$ cat src/rtl/vtg_pkg.sv
package vtg_pkg;
  // Frame-flag event choice, driven on irq_sel.
  typedef enum logic {
    EVT_FRONT = 1'b0,
    EVT_VSYNC = 1'b1
  } vtg_evt_e;
endpackage

$ cat src/rtl/vtg_pixdiv.sv
// Pixel-rate enable: one pulse every div_m1+1 clocks while running.
module vtg_pixdiv #(
  parameter int DIV_W = 8
) (
  input  logic             clk,
  input  logic             rst_n,
  input  logic             clr,
  input  logic             run,
  input  logic [DIV_W-1:0] div_m1,
  output logic             pix_ce
);
  logic [DIV_W-1:0] cnt_q, cnt_d;
  logic             at_top;

  assign at_top = (cnt_q == div_m1);
  assign pix_ce = run & at_top;

  always_comb begin
    cnt_d = cnt_q;
    if (clr || !run)  cnt_d = '0;
    else if (at_top)  cnt_d = '0;
    else              cnt_d = cnt_q + 1'b1;
  end

  always_ff @(posedge clk or negedge rst_n) begin
    if (!rst_n) cnt_q <= '0;
    else        cnt_q <= cnt_d;
  end
endmodule

$ cat src/rtl/vtg_axis.sv
// One raster axis: position counter over sync, back porch, visible, front porch.
module vtg_axis #(
  parameter int CW = 12,
  localparam int TW = CW + 2
) (
  input  logic          clk,
  input  logic          rst_n,
  input  logic          clr,
  input  logic          step,
  input  logic [CW-1:0] sync_m1,
  input  logic [CW-1:0] back_m1,
  input  logic [CW-1:0] act_m1,
  input  logic [CW-1:0] front_m1,
  output logic [TW-1:0] cnt,
  output logic [TW-1:0] cnt_nxt,
  output logic [TW-1:0] act_beg,
  output logic [TW-1:0] act_end,
  output logic          last
);
  logic [TW-1:0] cnt_q, cnt_d, total_m1;

  assign act_beg  = TW'(sync_m1) + TW'(back_m1) + TW'(2);
  assign act_end  = act_beg + TW'(act_m1) + TW'(1);
  assign total_m1 = act_end + TW'(front_m1);
  assign last     = (cnt_q == total_m1);

  always_comb begin
    cnt_d = cnt_q;
    if (clr)       cnt_d = '0;
    else if (step) cnt_d = last ? '0 : cnt_q + 1'b1;
  end

  assign cnt     = cnt_q;
  assign cnt_nxt = cnt_d;

  always_ff @(posedge clk or negedge rst_n) begin
    if (!rst_n) cnt_q <= '0;
    else        cnt_q <= cnt_d;
  end
endmodule

$ cat src/rtl/vtg_core.sv
module vtg_core
  import vtg_pkg::*;
#(
  parameter int HW    = 12,
  parameter int VW    = 12,
  parameter int DIV_W = 8,
  localparam int HTW  = HW + 2,
  localparam int VTW  = VW + 2
) (
  input  logic             clk,
  input  logic             rst_n,
  input  logic             soft_rst,
  input  logic             enable,
  input  logic [DIV_W-1:0] div_m1,
  input  logic [HW-1:0]    h_sync_m1,
  input  logic [HW-1:0]    h_back_m1,
  input  logic [HW-1:0]    h_act_m1,
  input  logic [HW-1:0]    h_front_m1,
  input  logic [VW-1:0]    v_sync_m1,
  input  logic [VW-1:0]    v_back_m1,
  input  logic [VW-1:0]    v_act_m1,
  input  logic [VW-1:0]    v_front_m1,
  input  logic [VW-1:0]    line_thr,
  input  logic             irq_en,
  input  logic             irq_sel,
  input  logic             irq_clr,
  output logic             hsync_n,
  output logic             vsync_n,
  output logic             de,
  output logic [HW-1:0]    x_pos,
  output logic [VW-1:0]    y_pos,
  output logic             frame_irq,
  output logic             line_hit
);
  logic           run_q, run_d;
  logic           pix_ce;
  logic           axis_clr, v_step;
  logic [HTW-1:0] h_cnt, h_nxt, h_beg, h_end;
  logic [VTW-1:0] v_cnt, v_nxt, v_beg, v_end;
  logic           h_last, v_last;
  logic           start_evt, wrap_evt, front_evt, mark_evt, sel_evt;
  logic           pend_q, pend_d, hit_q, hit_d;
  logic           h_in_act, v_in_act;
  vtg_evt_e       evt_sel;

  vtg_pixdiv #(.DIV_W(DIV_W)) u_div (
    .clk(clk), .rst_n(rst_n), .clr(soft_rst), .run(run_q),
    .div_m1(div_m1), .pix_ce(pix_ce)
  );

  assign axis_clr = soft_rst | ~run_q;
  assign v_step   = pix_ce & h_last;

  vtg_axis #(.CW(HW)) u_hax (
    .clk(clk), .rst_n(rst_n), .clr(axis_clr), .step(pix_ce),
    .sync_m1(h_sync_m1), .back_m1(h_back_m1), .act_m1(h_act_m1), .front_m1(h_front_m1),
    .cnt(h_cnt), .cnt_nxt(h_nxt), .act_beg(h_beg), .act_end(h_end), .last(h_last)
  );

  vtg_axis #(.CW(VW)) u_vax (
    .clk(clk), .rst_n(rst_n), .clr(axis_clr), .step(v_step),
    .sync_m1(v_sync_m1), .back_m1(v_back_m1), .act_m1(v_act_m1), .front_m1(v_front_m1),
    .cnt(v_cnt), .cnt_nxt(v_nxt), .act_beg(v_beg), .act_end(v_end), .last(v_last)
  );

  // Run control: start from idle at once, stop only on the frame's last pixel.
  always_comb begin
    run_d = run_q;
    if (soft_rst)                                    run_d = 1'b0;
    else if (!run_q && enable)                       run_d = 1'b1;
    else if (run_q && v_step && v_last && !enable)   run_d = 1'b0;
  end

  // Events, each aligned with the edge that enters the marked position.
  assign start_evt = ~soft_rst & ~run_q & enable;
  assign wrap_evt  = ~soft_rst & v_step & v_last & enable;
  assign front_evt = ~soft_rst & v_step & (h_nxt == '0) & (v_nxt == v_end);
  assign mark_evt  = ~soft_rst & v_step & (h_nxt == '0) & (v_nxt == v_beg + VTW'(line_thr));
  assign evt_sel   = vtg_evt_e'(irq_sel);
  assign sel_evt   = (evt_sel == EVT_VSYNC) ? (start_evt | wrap_evt) : front_evt;

  always_comb begin
    pend_d = pend_q;
    if (soft_rst)              pend_d = 1'b0;
    else if (irq_en && sel_evt) pend_d = 1'b1;
    else if (irq_clr)          pend_d = 1'b0;
  end

  assign hit_d = mark_evt;

  always_ff @(posedge clk or negedge rst_n) begin
    if (!rst_n) begin
      run_q  <= 1'b0;
      pend_q <= 1'b0;
      hit_q  <= 1'b0;
    end else begin
      run_q  <= run_d;
      pend_q <= pend_d;
      hit_q  <= hit_d;
    end
  end

  // Decode of the registered positions.
  assign h_in_act = (h_cnt >= h_beg) && (h_cnt < h_end);
  assign v_in_act = (v_cnt >= v_beg) && (v_cnt < v_end);

  assign hsync_n   = ~(run_q && (h_cnt <= HTW'(h_sync_m1)));
  assign vsync_n   = ~(run_q && (v_cnt <= VTW'(v_sync_m1)));
  assign de        = run_q & h_in_act & v_in_act;
  assign x_pos     = h_in_act ? HW'(h_cnt - h_beg) : '0;
  assign y_pos     = v_in_act ? VW'(v_cnt - v_beg) : '0;
  assign frame_irq = pend_q;
  assign line_hit  = hit_q;
endmodule

$ cat config.mk
export PLATFORM = sky130hd
export DESIGN_NAME = vtg_core
export DESIGN_NICKNAME = d
export VERILOG_FILES = /design/src/rtl/vtg_pkg.sv /design/src/rtl/vtg_pixdiv.sv /design/src/rtl/vtg_axis.sv /design/src/rtl/vtg_core.sv
export SDC_FILE = /design/constraint.sdc
export NUM_CORES = 1
export LEC_CHECK = 0
export ABC_CLOCK_PERIOD_IN_PS = 15500
export BUFFER_PORTS_ARGS = -buffer_cell sky130_fd_sc_hd__buf_4
export CORE_MARGIN = 5
export CORE_UTILIZATION = 40
export DETAILED_ROUTE_END_ITERATION = 16
export HOLD_SLACK_MARGIN = 0.03
export RECOVER_POWER = 100
export SYNTH_ARGS = -nofsm -noshare
export SYNTH_HDL_FRONTEND = slang
export SYNTH_HIERARCHICAL = 1
export SYNTH_SLANG_ARGS = --single-unit
$ cat constraint.sdc
create_clock -name clk -period 15.5 [get_ports clk]
set_input_delay 1.55 -clock clk [delete_from_list [all_inputs] [get_ports clk]]
set_output_delay 1.55 -clock clk [all_outputs]
set_load 0.02 [all_outputs]
* Word-level counts from Yosys, hierarchy flattened *
Cells that the tools add are included.

operators by class
  add/sub/neg operators = 16
  order comparisons = 6
  equality and inequality tests = 5
  multiplexer cells = 17
  bitwise gates (word level) = 18
  reduce and logical (&&, ||, !) cells = 15

operators with widths
  kind                                           number
  two-way mux 14 bit                             6
  adder 14 x 12 -> 14 bit                        5
  adder 14 x 1 -> 14 bit, second input constant  4
  equality test 14 bit                           4
  adder 13 x 2 -> 14 bit, second input constant  2
  >= comparator 14 bit                           2
  <= comparator 14 x 12 -> 1 bit                 2
  < comparator 14 bit                            2
  adder 12 x 12 -> 13 bit                        2
  two-way mux 12 bit                             2
  subtractor 12 bit                              2
  two-way mux 8 bit                              2
  zero test 14 bit                               1
  AND 1 bit                                      12
  logical AND 1 bit                              9
  adder 8 x 1 -> 8 bit, second input constant    1
  equality test 8 bit                            1
  two-way mux 1 bit                              7
  nonzero test 3 bit                             2
  inverter 1 bit                                 4
  zero test 1 bit                                2
  bitwise OR 1 bit                               2
  logical OR 1 bit                               1

storage, ports and cells
  flip-flop bits (word level) = 39
  bits of input ports = 123
  word-level logic and storage cells = 83

* Longest topological paths before layout *
Gate-level depths: netlist of run 1.

  word-level depth = 16
  mapped depth = 39
  depth with buffers taken out = 38

* Hierarchy *
Netlist of run 1, hierarchy kept.

modules (own cells, without submodules)
  module            times used  cells an instance  area an instance (um^2)  sequential area each (um^2)
  vtg_core          1           508                3676.0                   75.1
  vtg_axis (u_vax)  1           343                2864.0                   350.3
  vtg_axis (u_hax)  1           318                2733.9                   350.3
  vtg_pixdiv        1           47                 521.8                    200.2

* Worst setup path before layout of run 1 *
Ideal clock, no wire load.

  path type = in2reg
  start point = in h_sync_m1[1]
  end point = reg hit_q, in the netlist line_hit
  library setup time = 0.096 ns
  data arrival time = 8.702 ns
  data required time = 15.404 ns
  setup slack = 6.702 ns
  stages = 36
  path buffers = 1
  path through = inv_1 -> ha_1 -> inv_1 -> ha_1 -> fa_1 -> a211oi_1 -> nor2_1 -> o311a_1 -> a211oi_2 -> xnor2_1 -> ha_1 -> a21boi_0 -> o21ai_0 -> nand2b_1 -> xor2_1 -> ha_1 -> or4_1 -> o21ai_0 -> xnor2_1 -> nand2b_1 -> mux2_4 -> a21o_1 -> nor4bb_1 -> and2_1 -> and3_1 -> clkbuf_1 -> nand4_1 -> xor2_1 -> nor3_2 -> xor2_1 -> nand3_1 -> o211ai_1 -> a2111o_1 -> nor4_2 -> o2111ai_1 -> nor4_2

on the way
  elaborated cells between the ends (all ways) = 17
  classes of those cells = add/sub: 5; eq/ne: 2; mux: 5; bitwise: 4; reduce/logical: 1

RTL lines
  what                     line            text
  start, declared          vtg_core.sv:15  input logic [HW-1:0] h_sync_m1,
  adder 12 x 12 -> 13 bit  vtg_axis.sv:22  assign act_beg = TW'(sync_m1) + TW'(back_m1) + TW'(2);
  adder 13 x 2 -> 14 bit   vtg_axis.sv:22
  named net h_beg[9]       vtg_core.sv:38  logic [HTW-1:0] h_cnt, h_nxt, h_beg, h_end;
  adder 14 x 12 -> 14 bit  vtg_axis.sv:23  assign act_end = act_beg + TW'(act_m1) + TW'(1);
  adder 14 x 1 -> 14 bit   vtg_axis.sv:23
  named net h_end[11]      vtg_core.sv:38
  adder 14 x 12 -> 14 bit  vtg_axis.sv:24  assign total_m1 = act_end + TW'(front_m1);
  equality test 14 bit     vtg_axis.sv:25  assign last = (cnt_q == total_m1);
  named net h_last         vtg_core.sv:40  logic h_last, v_last;
  AND 1 bit                vtg_core.sv:52  assign v_step = pix_ce & h_last;
  named net v_step         vtg_core.sv:37  logic axis_clr, v_step;
  two-way mux 14 bit       vtg_axis.sv:30  else if (step) cnt_d = last ? '0 : cnt_q + 1'b1;
  two-way mux 14 bit       vtg_axis.sv:29  if (clr) cnt_d = '0;
  named net v_nxt[12]      vtg_core.sv:39  logic [VTW-1:0] v_cnt, v_nxt, v_beg, v_end;
  equality test 14 bit     vtg_core.sv:78  assign mark_evt = ~soft_rst & v_step & (h_nxt == '0) & (v_nxt == v_beg + VTW'(line_thr));
  AND 1 bit                vtg_core.sv:78
  named net hit_d          vtg_core.sv:42  logic pend_q, pend_d, hit_q, hit_d;
  end signal, assigned     vtg_core.sv:99  hit_q <= hit_d;
  end, declared            vtg_core.sv:42

The timed path passes the listed nets, and every way through them passes these cells.
A chain may end at the register's enable or synchronous reset.

* Worst setup path after layout of run 1 *
  start point = in h_sync_m1[1]
  end point = reg hit_q, in the netlist line_hit

on the way
  word-level cells in the longest chain between the ends = 12
  elaborated cells between the ends (all ways) = 17
  classes of those cells = add/sub: 5; eq/ne: 2; mux: 5; bitwise: 4; reduce/logical: 1

ends and longest elaborated chain
  what                             line
  adder 12 x 12 -> 13 bit          vtg_axis.sv:22
  adder 13 x 2 -> 14 bit           vtg_axis.sv:22
  named net h_beg[9]               vtg_core.sv:38
  adder 14 x 12 -> 14 bit          vtg_axis.sv:23
  adder 14 x 1 -> 14 bit           vtg_axis.sv:23
  named net h_end[11]              vtg_core.sv:38
  adder 14 x 12 -> 14 bit          vtg_axis.sv:24
  equality test 14 bit             vtg_axis.sv:25
  two-way mux 14 bit (2 in a row)  vtg_axis.sv:30
  two-way mux 14 bit               vtg_axis.sv:29
  named net h_nxt[4]               vtg_core.sv:38
  zero test 14 bit                 vtg_core.sv:78
  AND 1 bit (2 in a row)           vtg_core.sv:78
  named net hit_d                  vtg_core.sv:42

The timed path passes the listed nets, and every way through them passes these cells.

==> flow_summary.ini, run 1 <==
[status]
outcome = finished with violations
violations = max-capacitance violations, max-slew violations

[timing]
hold_ws_ns = 0.549
fin_crit_ns = 11.33
tightestPinTransition_ns = 3.36
grt_setup_unrepaired = false
finalHoldViolCount = 0
finClkSkew_ns = 0.00476
setup_violations = 0
clock.fmax_mhz = 88.2
drv_slew = 54
relSlewSlack_pct = -130
final.period_utilization_pct = 73.1
fin_tns_setup_ns = 0

[global_routing]
grt_pass1_wl_mm = 48.4
antenna_found_initial = 0
grt_max_degree = 40
grt_usage_pct = 21.3
grt_pass1_vias = 9108
grt-ovfl-total = 0

[critical_path]
critPathRequiredTime_ns = 15.71
path_max_fanout = 13
critPathMaxStageDelay_ns = 2.64
cp-start-kind = input pin
crit_type = in2reg
r2r_slack_ns = 7.99
crit_top_cell = ha_1
crit_arrival_ns = 11.54
end_kind = flip-flop
slowest_stage = a2111oi_0

[clocking]
cts_setup_buffers = 0
cts_htree_levels = 2
cts_sinks = 39
cts_root_buffer = clkbuf_16
cts_hold_buf = 0
clock_latency_ns = 0.29
cts_made_buffers = 5
post_cts_resized = 0
clk_path_buf_depth = 2
cts_tree = done
clk_pin_slew_ns = 0.06

[placement]
place_congestion = 0.957
dp_hpwl_mm = 25.7
port_buffers = 151

[floorplan]
rows = 57
core_area_sq_um = 24200
fp.dieH_microns = 166
num_io_pins = 152
die_w_microns = 166
design.die.area_sq_um = 27700
start_util_pct = 40.4

[power_and_ir_drop]
p_per_area_nw_per_um2 = 109
p_leak_nw = 5.58
ir_worst_vdd_v = 0.0000817

[drt]
postRouteWirelength_mm = 30.6
drtIter0Drc = 471
wire_per_inst_microns = 18.1
vias_per_cell = 5.58
remaining_drc_errors = 0
first_pass_iters = 5
num_vias = 9420
postRouteAntennaNets = 0

[synthesis]
ys_seq_area_share_pct = 9.96
syn_area_per_cell_sq_um = 8.06
synth_warnings = 6
ys_async_sr_fraction_pct = 100
syn-num-nets = 1539
synth-edff-count = 0
synth_common_cells = ha_1 (191), inv_1 (128), xnor2_1 (87)
synth_top_area_share_pct = 24.4
ys_top_cells_by_area = ha_1 (24%), dfrtp_1 (10%), xnor2_1 (7.8%)
syn-cell-area_sq_um = 9800
synth-seq-cells = 39
synth_most_common_cell = ha_1
synth_largest_area_cell = ha_1
netlist_instances = 1216
synthFlopType = dfrtp_1
ys_types = 81

[flow_run]
drv_cap = 2

[layout]
antenna_cells = 0
drive_above_1_share_pct = 12.3
fillers = 2553
syn_to_final_growth_pct = 15.4
layout.nets = 1687

[min_path]
min_path_type = reg2reg
## cells in the final DEF (no fill, tap or decap), types with 27 or more instances in the layout
| cell | synthesis | layout |
|---|---|---|
| a211oi_1 | 26 | 27 |
| inv_1 | 128 | 128 |
| ha_1 | 191 | 191 |
| nand3_1 | 34 | 34 |
| o21a_1 | 27 | 27 |
| xor2_1 | 75 | 75 |
| dfrtp_1 | 39 | 39 |
| nor2_1 | 66 | 66 |
| xnor2_1 | 87 | 87 |
| o21ai_0 | 69 | 69 |
| a21o_1 | 37 | 37 |
| buf_4 | 0 | 129 |
| nor3_1 | 30 | 39 |
| nand2_1 | 54 | 54 |
| a21oi_1 | 71 | 71 |
## per-layer routing
metal	vias up	track usage, %	share of wire [%]
met4	0	4.34	1.6
met2	266	32.8	43
met5	-	0	0
li1	4737	-	-
met3	32	3.53	6.2
met1	4385	31.3	49
## through the flow
| stage | cell area (sq um) | utilization (%) | power [mW] | setup WS, ns | std cells |
|---|---|---|---|---|---|
| floorplan | 9800 | - | 0.875 | 6.70 | 1216 |
| global placement | 11300 | 46.6 | 1.08 | 5.70 | 1681 |
| detailed placement | 11300 | 46.6 | 1.09 | 5.52 | 1681 |
| CTS | 11500 | 47.4 | 1.23 | 5.81 | 1689 |
| global route | 11300 | 46.6 | 1.34 | 3.47 | 1689 |
| finish | 11300 | 46.6 | 1.23 | 4.17 | 1689 |
## power breakdown
part	leakage (nW)	switching [mW]	internal (mW)
clock	0.0911	0.0435	0.0924
sequential	0.543	0.00143	0.102
combinational	4.94	0.564	0.422
## flip-flops by register name (all words and copies together) (netlist names)
register     cells
u_div/cnt_q      8
u_vax/cnt       14
line_hit         1
run_q            1
frame_irq        1
u_hax/cnt       14
## final timing paths
| path | startpoint | end | cells after the start |
|---|---|---|---|
| worst max-delay path | h_sync_m1[1] | line_hit | 31 |
| worst min-delay path | u_div/cnt_q[0] | u_div/cnt_q[0] | 1 |
| worst max register to register | u_div/cnt_q[2] | line_hit | 13 |
| worst min register to register | u_div/cnt_q[0] | u_div/cnt_q[0] | 1 |
| max in group asynchronous | rst_n | u_vax/cnt[1] | 1 |
| min in group asynchronous | rst_n | u_hax/cnt[1] | 1 |
## final cells by class
class                   count  area (sq um)  share of cell area (%)
well taps                 324           405                    3.59
clock inverters             2          60.1                   0.532
repair buffers            155          1070                    9.50
multi-input cells        1035          8180                    72.4
clock buffers               6           129                    1.14
flip-flops and latches     39           976                    8.64
inverters                 128           480                    4.25
## cells by family after synthesis
group | synth area share [%]
AND/OR/NAND/NOR | 19.3
AO/OA/AOI/OAI | 23.2
multiplexers | 0.779
flip-flops | 9.96
XOR/XNOR | 14.9
adder cells (fa/ha/maj) | 26.2
buffers and inverters | 5.68
## worst max-delay path: cells and delay by family
kind	cells	cell delay (ns)
mux	1	0.32
simple gates	10	2.68
compound gates	9	4.67
buf+inv	3	0.18
xor+xnor	3	0.62
fa+ha+maj	5	1.49
(Power assumes the default switching activity.)
==> inputs of run 2 (changes only) <==
--- a/config.mk
+++ b/config.mk
@@ -5,7 +5,8 @@
 export SDC_FILE = /design/constraint.sdc
 export NUM_CORES = 1
 export LEC_CHECK = 0
-export ABC_CLOCK_PERIOD_IN_PS = 15500
+export ABC_AREA = 1
+export ABC_CLOCK_PERIOD_IN_PS = 10650
 export BUFFER_PORTS_ARGS = -buffer_cell sky130_fd_sc_hd__buf_4
 export CORE_MARGIN = 5
 export CORE_UTILIZATION = 40
==> constraint.sdc (replaced) <==
create_clock -name clk -period 10.65 [get_ports clk]
set_input_delay 1.065 -clock clk [delete_from_list [all_inputs] [get_ports clk]]
set_output_delay 1.065 -clock clk [all_outputs]
set_load 0.02 [all_outputs]
==> run 2 against run 1 <==
Compared with the run above:
- the flow still finishes with violations (max-capacitance violations, max-slew violations)
- clock skew increased by 0.0024 ns
- sequential power increased by 45%
- clock power increased by 28%
- first-iteration DRC count increased by 34%
- via count increased by 19%
- register-to-register slack got worse by 1.9 ns
- flip-flop and latch count unchanged
- core utilization decreased by 0.64 points
- hold slack improved by 0.014 ns
- critical path type unchanged
==> flow_summary.ini, run 2 <==
[status]
outcome = finished with violations
violations = max-capacitance violations, max-slew violations

[timing]
setup_violations = 0
finClkSkew_ns = 0.00719
relSlewSlack_pct = -37.8
finalHoldViolCount = 0
final.period_utilization_pct = 75.2
fin_tns_setup_ns = 0
clock.fmax_mhz = 125
drv_slew = 40
tightestPinTransition_ns = 2.07
grt_setup_unrepaired = false
fin_crit_ns = 8.01

[drt]
drtIter0Drc = 633
num_vias = 11224
wl_met1_mm = 14.7
dr_wl_met3_mm = 1.52
postRouteAntennaNets = 0
remaining_drc_errors = 0
postRouteWirelength_mm = 33.4
first_pass_iters = 5
top_layer = met5
vias_per_cell = 5.06
met2WireLength_mm = 15.9
wire_per_inst_microns = 15.0

[floorplan]
rows = 60
num_io_pins = 152
fp.dieH_microns = 174
core_area_sq_um = 26700
die_w_microns = 174
start_util_pct = 40.3
design.die.area_sq_um = 30300

[layout]
antenna_cells = 0
layout_common_cells = nand2_1 (431), inv_1 (323), ha_1 (191)
final_core_util_pct = 46.0
syn_to_final_growth_pct = 14.1
drive_above_1_share_pct = 11.9
fillers = 2928
layout.nets = 2199
layout_commonest_cell = nand2_1

[synthesis]
syn-num-nets = 2050
synthFlopType = dfrtp_1
netlist_instances = 1727
synth_top_area_share_pct = 22.2
synth_common_cells = nand2_1 (428), inv_1 (305), ha_1 (191)
ys_async_sr_fraction_pct = 100
ys_top_cells_by_area = ha_1 (22%), nand2_1 (15%), inv_1 (11%)
synth-seq-cells = 39
syn_area_per_cell_sq_um = 6.23
ys_types = 52
synth_warnings = 6
synth_largest_area_cell = ha_1
synth-edff-count = 0
ys_seq_area_share_pct = 9.06
synth_most_common_cell = nand2_1
syn-cell-area_sq_um = 10800

[clocking]
cts_made_buffers = 5
cts_root_buffer = clkbuf_16
clock_latency_ns = 0.28
post_cts_resized = 0
cts_hold_buf = 0
clk_path_buf_depth = 2
clk_pin_slew_ns = 0.06
cts_tree = done
cts_sinks = 39
cts_setup_buffers = 0
cts_htree_levels = 2

[critical_path]
path_max_fanout = 9
crit_top_cell = nand2_1
critPathMaxStageDelay_ns = 0.45
critPathRequiredTime_ns = 10.85
cp-start-kind = input pin
crit_type = in2reg
slowest_stage = nor4_1
end_kind = flip-flop
crit_arrival_ns = 8.21

[power_and_ir_drop]
p_per_area_nw_per_um2 = 156
p_leak_nw = 7.06
ir_worst_vdd_v = 0.0000624
total_power_mw = 1.91

[flow_run]
drv_cap = 1

[global_routing]
antenna_found_initial = 1
grt-ovfl-total = 0
grt_usage_pct = 21.4
grt_max_degree = 40
grt_pass1_vias = 10778
grt_pass1_wl_mm = 53.7

[min_path]
min_path_type = reg2reg

[placement]
port_buffers = 151
dp_hpwl_mm = 28.9
place_congestion = 0.898
[run 2: critical path: cells and delay by family]
family	cells	cell delay (ns)
xor+xnor	2	0.47
buf+inv	8	1.07
fa+ha+maj	5	1.59
simple gates	26	2.93
compound gates	7	1.06
[run 2: path summary, 6_finish.rpt]
path	start	to	slack (ns)	cells after the start
worst max-delay path	h_sync_m1[1]	frame_irq	2.64	48
worst min-delay path	u_div/cnt_q[0]	u_div/cnt_q[0]	0.56	1
worst max register to register	u_hax/cnt[3]	frame_irq	6.13	36
worst min register to register	u_div/cnt_q[0]	u_div/cnt_q[0]	0.56	1
max in group asynchronous	rst_n	u_vax/cnt[12]	8.09	1
min in group asynchronous	rst_n	u_div/cnt_q[4]	1.37	1
[run 2: final cells by class]
type	count	area, sq um	share of cell area, %
Inverter	331	1240	10.1
Timing Repair Buffer	151	1040	8.49
Sequential cell	39	976	7.94
Clock inverter	2	35.0	0.285
Clock buffer	6	139	1.13
Multi-Input combinational cell	1348	8420	68.6
Tap cell	341	427	3.47
[run 2: cells by family after synthesis]
group / after synthesis / share of synthesized area [%]
compound gates: 216 / 11.7
xor+xnor: 96 / 7.94
fa+ha+maj: 200 / 23.9
buf+inv: 340 / 12.1
flops: 39 / 9.06
simple gates: 836 / 35.3
[run 2: power by group]
part	total (mW)	switching [mW]	internal, mW
Sequential	0.151	0.00218	0.149
Clock	0.174	0.0579	0.116
Combinational	1.59	1.01	0.583
Total	1.91	1.07	0.848
[run 2: through the flow]
step                      std cells  worst slack, ns  area, sq um  hold WS [ns]
after floorplan                1727             3.68        10800         0.487
after global placement         2210             2.95        12300         0.535
after detailed placement       2210             2.71        12300         0.541
after CTS                      2218             2.97        12400         0.552
after global routing           2218             1.97        12300         0.576
final                          2218             2.64        12300         0.563
[run 2: metal layers]
metal	vias to the layer above	track usage, %
met5	-	0
li1	5885	-
met3	60	2.28
met2	304	38.6
met1	4973	26.5
met4	2	7.39
